## src/rtl/lps_pkg.sv

```systemverilog
`timescale 1ns/1ps
package lps_pkg;
  localparam int OP_W = 4;

  typedef enum logic [OP_W-1:0] {
    OP_NRW_S16 = 4'd0,
    OP_NRW_U16 = 4'd1,
    OP_NRW_S32 = 4'd2,
    OP_NRW_U32 = 4'd3,
    OP_ILV_LO8 = 4'd4,
    OP_ILV_LO16 = 4'd5,
    OP_ILV_LO32 = 4'd6,
    OP_ILV_HI8 = 4'd7,
    OP_ILV_HI16 = 4'd8,
    OP_ILV_HI32 = 4'd9
  } lps_op_e;

  localparam logic [OP_W-1:0] OP_LAST_VALID = 4'd9;
endpackage

```

## src/rtl/lps_clamp.sv

```systemverilog
`timescale 1ns/1ps
// Clamp one IN_W-bit two's-complement lane into OUT_W bits.
module lps_clamp #(
  parameter int IN_W  = 16,
  parameter int OUT_W = 8
) (
  input  logic [IN_W-1:0]  v,
  input  logic             uns,
  output logic [OUT_W-1:0] q
);
  logic neg;
  logic s_fit;
  logic u_fit;

  assign neg   = v[IN_W-1];
  // Signed fit: all bits from the destination sign bit upward agree.
  assign s_fit = (v[IN_W-1:OUT_W-1] == '0) || (v[IN_W-1:OUT_W-1] == '1);
  assign u_fit = (v[IN_W-1:OUT_W] == '0);

  always_comb begin
    if (uns) begin
      if (neg)         q = '0;
      else if (!u_fit) q = '1;
      else             q = v[OUT_W-1:0];
    end else begin
      if (s_fit)       q = v[OUT_W-1:0];
      else if (neg)    q = {1'b1, {(OUT_W-1){1'b0}}};
      else             q = {1'b0, {(OUT_W-1){1'b1}}};
    end
  end
endmodule

```

## src/rtl/lps_narrow.sv

```systemverilog
`timescale 1ns/1ps
// Narrow every IN_W lane of {b,a} to half width; a fills the low half.
module lps_narrow #(
  parameter int DATA_W = 64,
  parameter int IN_W   = 16
) (
  input  logic [DATA_W-1:0] a,
  input  logic [DATA_W-1:0] b,
  input  logic              uns,
  output logic [DATA_W-1:0] y
);
  localparam int OUT_W = IN_W / 2;
  localparam int NL    = DATA_W / IN_W;

  logic [2*NL-1:0][IN_W-1:0] lanes;
  assign lanes = {b, a};

  for (genvar i = 0; i < 2*NL; i++) begin : g_lane
    lps_clamp #(.IN_W(IN_W), .OUT_W(OUT_W)) u_clamp (
      .v   (lanes[i]),
      .uns (uns),
      .q   (y[i*OUT_W +: OUT_W])
    );
  end
endmodule

```

## src/rtl/lps_interleave.sv

```systemverilog
`timescale 1ns/1ps
// Interleave one half of a and b: a to even lanes, b to odd lanes.
module lps_interleave #(
  parameter int DATA_W = 64,
  parameter int LANE_W = 8
) (
  input  logic [DATA_W-1:0] a,
  input  logic [DATA_W-1:0] b,
  input  logic              hi,
  output logic [DATA_W-1:0] y
);
  localparam int HALF = DATA_W / 2;
  localparam int NL   = HALF / LANE_W;

  logic [HALF-1:0] ha;
  logic [HALF-1:0] hb;

  assign ha = hi ? a[DATA_W-1:HALF] : a[HALF-1:0];
  assign hb = hi ? b[DATA_W-1:HALF] : b[HALF-1:0];

  for (genvar i = 0; i < NL; i++) begin : g_pair
    assign y[(2*i)*LANE_W   +: LANE_W] = ha[i*LANE_W +: LANE_W];
    assign y[(2*i+1)*LANE_W +: LANE_W] = hb[i*LANE_W +: LANE_W];
  end
endmodule

```

## src/rtl/lane_pack_unit.sv

```systemverilog
`timescale 1ns/1ps
module lane_pack_unit
  import lps_pkg::*;
#(
  parameter int DATA_W = 64
) (
  input  logic              clk,
  input  logic              rst_n,
  input  logic              in_valid,
  input  logic [OP_W-1:0]   op,
  input  logic [DATA_W-1:0] src_a,
  input  logic [DATA_W-1:0] src_b,
  output logic              out_valid,
  output logic [DATA_W-1:0] out_data,
  output logic              out_err
);
  localparam int NGRAN = 3;   // 8, 16 and 32-bit interleave

  logic [DATA_W-1:0]            nrw16;
  logic [DATA_W-1:0]            nrw32;
  logic [NGRAN-1:0][DATA_W-1:0] ilv;
  logic                         take_hi;

  logic [DATA_W-1:0] res_nx;
  logic              err_nx;
  logic              vld_q;
  logic              err_q;
  logic [DATA_W-1:0] data_q;

  assign take_hi = (op == OP_ILV_HI8) || (op == OP_ILV_HI16) || (op == OP_ILV_HI32);

  lps_narrow #(.DATA_W(DATA_W), .IN_W(16)) u_nrw16 (
    .a (src_a), .b (src_b), .uns (op == OP_NRW_U16), .y (nrw16)
  );

  lps_narrow #(.DATA_W(DATA_W), .IN_W(32)) u_nrw32 (
    .a (src_a), .b (src_b), .uns (op == OP_NRW_U32), .y (nrw32)
  );

  for (genvar g = 0; g < NGRAN; g++) begin : g_ilv
    lps_interleave #(.DATA_W(DATA_W), .LANE_W(8 << g)) u_ilv (
      .a (src_a), .b (src_b), .hi (take_hi), .y (ilv[g])
    );
  end

  // Next-state selection
  always_comb begin
    res_nx = '0;
    err_nx = 1'b0;
    case (op)
      OP_NRW_S16, OP_NRW_U16:  res_nx = nrw16;
      OP_NRW_S32, OP_NRW_U32:  res_nx = nrw32;
      OP_ILV_LO8, OP_ILV_HI8:  res_nx = ilv[0];
      OP_ILV_LO16, OP_ILV_HI16: res_nx = ilv[1];
      OP_ILV_LO32, OP_ILV_HI32: res_nx = ilv[2];
      default:                 err_nx = 1'b1;
    endcase
  end

  // Registers; rst_n is assumed deasserted synchronously upstream.
  always_ff @(posedge clk or negedge rst_n) begin
    if (!rst_n) begin
      vld_q  <= 1'b0;
      err_q  <= 1'b0;
      data_q <= '0;
    end else begin
      vld_q <= in_valid;
      err_q <= in_valid & err_nx;
      if (in_valid) begin
        data_q <= res_nx;
      end
    end
  end

  assign out_valid = vld_q;
  assign out_err   = err_q;
  assign out_data  = data_q;
endmodule

```

## config.mk

```make
export PLATFORM = sky130hd
export DESIGN_NAME = lane_pack_unit
export DESIGN_NICKNAME = d
export VERILOG_FILES = /design/src/rtl/lps_pkg.sv /design/src/rtl/lps_clamp.sv /design/src/rtl/lps_narrow.sv /design/src/rtl/lps_interleave.sv /design/src/rtl/lane_pack_unit.sv
export SDC_FILE = /design/constraint.sdc
export NUM_CORES = 1
export LEC_CHECK = 0
export BUFFER_PORTS_ARGS = -buffer_cell sky130_fd_sc_hd__buf_2
export CAP_MARGIN = 10
export CORE_MARGIN = 2
export CORE_UTILIZATION = 35
export CTS_CLUSTER_SIZE = 8
export DETAILED_ROUTE_END_ITERATION = 7
export PLACE_DENSITY_LB_ADDON = 0.15
export SLEW_MARGIN = 20
export SYNTH_ARGS = -nofsm -noshare
export SYNTH_HDL_FRONTEND = slang
export SYNTH_SLANG_ARGS = --single-unit
```

## constraint.sdc

```tcl
create_clock -name clk -period 1.1 [get_ports clk]
set_input_delay 0.165 -clock clk [delete_from_list [all_inputs] [get_ports clk]]
set_output_delay 0.165 -clock clk [all_outputs]
set_load 0.02 [all_outputs]
```

==> impl_metrics.py <==
metrics = {
    "finish": {
        "final_util_pct": 65.1,
        "nNetsFinal": 1665,
        "nFillCells": 1759,
        "antenna_cells": 0,
        "drive_above_1_share_pct": 50.0,
        "final_area_um2": 13300,
        "syn2layout_area_growth_pct": 81.7,
        "finalNonFillerCells": 1805,
    },
    "clock_tree": {
        "cts_sinks": 66,
        "cts_tree": "done",
        "clk_pin_slew_ns": 0.07,
        "h-tree-depth": 3,
        "clock_path_buffers": 2,
        "cts-buffers-inserted": 9,
        "root_buffer": "clkbuf_16",
        "insertion_delay_ns": 0.36,
    },
    "yosys": {
        "muxShareOfSynthArea_pct": 3.07,
        "synthFlopType": "dfrtp_1",
        "ys_seq_elements": 66,
        "synthArstFlopShare_pct": 100,
        "synth_cells": 1036,
        "ys_types": 63,
        "syn_nets": 1171,
        "postSynthAreaPerCell_um2": 7.04,
        "yosys.area_share.simple_pct": 23.4,
        "yosys_warnings": 0,
        "synth.cell_area_um2": 7300,
        "synth-compound-area-share_pct": 45.0,
        "synth_xor_area_share_pct": 0.120,
        "synth-adder-area-share_pct": 0,
        "synth_top_family_by_area": "compound AO/OA/AOI/OAI gates",
        "ys_seq_area_share_pct": 22.6,
        "synth_edf_count": 0,
    },
    "setup_path": {
        "reg2reg_from": "out_data[35]",
        "cpPeakStageDelay_ns": 0.60,
        "path_cells": "buf_6 -> or4_4 -> or4_4 -> bufbuf_16 -> o21ai_0 -> nand2_1 -> nand2_1 -> o221ai_1",
        "r2r_slack_ns": -0.30,
        "end_kind": "flop",
        "cp-start-kind": "input port",
        "arrival_ns": 2.17,
        "crit_slowest_cell": "or4_4",
        "r2r_end": "out_data[35]",
        "worst-path-buf-inv": 2,
        "crit_type": "in -> reg",
        "required_ns": 1.32,
        "cp_top_family": "simple AND/OR/NAND/NOR gates",
        "rr_worst_depth": 4,
        "critPathMaxFanout": 7,
    },
    "detailed_routing": {
        "wl_per_cell_um": 25.0,
        "drtAntennaViolNets": 0,
        "drc_errors": 0,
        "viasPerCell": 6.47,
        "drt_pass1_iterations": 7,
        "wl_um": 45200,
        "drtIter0Drc": 1262,
        "vias": 11684,
    },
    "grt": {
        "antenna_found_initial": 1,
        "gr-usage-all-layers_pct": 38.7,
        "grt_pass1_wl_um": 64800,
        "grt_pass1_vias": 10885,
        "overflow": 0,
        "grt_max_degree": 67,
    },
    "place": {
        "dp_slack_ns": -1.28,
        "place.gp.congestion": 1.01,
        "port_buffers": 200,
        "placed_cells": 1735,
        "place_area_um2": 11200,
        "dpl.hpwl_um": 33200,
    },
    "worst_hold_path": {
        "worstHoldStart": "src_a[3]",
        "hold_class": "in -> reg",
        "min_to": "out_data[3]",
        "hold_depth": 3,
    },
    "floorplanning": {
        "fp.dieW_um": 148,
        "pin_count": 201,
        "die_h_um": 148,
        "num_rows": 52,
        "coreArea_um2": 20400,
        "die_area_um2": 22000,
        "start_util_pct": 35.8,
    },
    "sta": {
        "finClkSkew_ns": 0,
        "final_max_slew_viol_count": 0,
        "tns_ns": -34.94,
        "period_share_pct": 178,
        "fmax_mhz": 512,
        "max_slew_margin_pct": 36.7,
        "min_period_ns": 1.95,
        "fin_ws_ns": -0.854,
        "tightestPinTransition_ns": 0.944,
        "setup_violations": 78,
        "rsz0062_at_grt": "yes",
        "hold_violations": 0,
    },
    "power_and_ir_drop": {
        "leakagePower_nw": 5.66,
        "power.density_nw_per_um2": 811,
        "ir_worst_vdd_uv": 737,
    },
    "run": {
        "max_cap_viol_count": 0,
    },
    "run_status": {
        "outcome": "complete, but fails checks",
        "violations": "setup timing",
    },
}
## repair_timing
action	in CTS	in global routing
gates resized for setup	205	141
pin swaps	55	49
setup endpoints to repair	78	85
buffers inserted	33	31
cloned	5	2
hold endpoints to repair	66	0
hold buffers	1	0
## registers in the layout, summed over array words and instances (netlist names)
signal and count:
out_data 64, out_err 1, out_valid 1
## routing by layer
| metal | track usage (%) | routed length [um] | vias to the layer above |
|---|---|---|---|
| met1 | 52.3 | 17600 | 5600 |
| met5 | 0 | 0 | - |
| met3 | 7.67 | 5130 | 161 |
| met2 | 60.8 | 20400 | 844 |
| li1 | - | - | 5079 |
| met4 | 15.3 | 2050 | 0 |
## worst max-delay path by stage
stage,startpoint,endpoint,slack (ns),cells after the start
after detailed placement,src_b[29],out_data[46],-1.28,7
final,src_b[29],out_data[45],-0.85,8
after floorplan,src_b[18],out_data[40],-1.06,8
after global placement,src_b[29],out_data[46],-1.22,7
after CTS,src_b[29],out_data[40],-0.82,8
after global routing,src_b[22],out_data[45],-0.92,8
## report_power, final
part	switching, W	internal [W]	leakage [nW]
clock	0.00137	0.00159	0.131
combinational	0.00272	0.00223	4.66
sequential	0.000163	0.00268	0.871
total	0.00425	0.00650	5.66
## stage by stage
stage                     total power [W]  hold WS (ns)
after floorplan                   0.00474        -0.131
after global placement            0.00698         0.210
after detailed placement          0.00699         0.212
after CTS                          0.0103         0.116
after global routing               0.0111         0.138
final                              0.0108         0.128
## worst min-delay path, stage by stage
cell      delay, ns
buf_2          0.10
nor2_1         0.04
o211ai_1       0.14
## cell usage in the layout, fill, tap and decap left out, types with 8 or more instances in the layout
cell,netlist,layout
nand2b_1,15,14
dfrtp_1,66,65
a221oi_2,0,17
mux2i_1,19,17
a21oi_1,97,71
buf_12,0,20
o32a_1,8,8
o211ai_1,14,14
nor2b_1,35,33
a32oi_1,14,14
nand3_1,14,9
nor3_1,35,19
nand4_1,27,27
a221oi_1,28,11
o22ai_1,22,21
o21ai_0,126,61
o21ai_1,8,41
buf_4,0,295
a31oi_1,17,16
inv_1,15,15
clkbuf_16,0,11
nor2_1,77,65
o21ai_2,0,26
nor4_1,17,8
nor3_2,0,11
a22oi_1,75,71
a21oi_2,0,21
o221ai_1,25,18
nand2_1,80,70
buf_2,3,157
a21o_1,13,13
buf_8,0,8
buf_6,1,87
## final cells by class
cell class | instances | area [um2] | area share (%)
multi-input cells | 864 | 6280 | 47.3
repair buffers | 573 | 4650 | 35.1
flip-flops and latches | 66 | 1650 | 12.5
well taps | 270 | 338 | 2.55
clock buffers | 10 | 239 | 1.80
inverters | 16 | 60.1 | 0.453
clock inverters | 6 | 41.3 | 0.311
## kinds of logic after synthesis
logic type	after synthesis
simple gates	342
buf+inv	108
mux	22
compound gates	497
xor+xnor	1
flops	66
## cells in the mapped netlist (all sizes together), types with 19 or more instances
cell / count / area (um2)
dfrtp: 66 / 1650
nor3: 35 / 175
nand4: 27 / 169
o22ai: 22 / 138
clkbuf: 82 / 308
o221ai: 25 / 219
nor2b: 35 / 219
mux2i: 19 / 190
nor2: 77 / 289
a21oi: 97 / 485
nand2: 80 / 300
a221oi: 28 / 245
o21ai: 134 / 671
a22oi: 75 / 563
No activity file was read; power rests on OpenSTA's default activity.
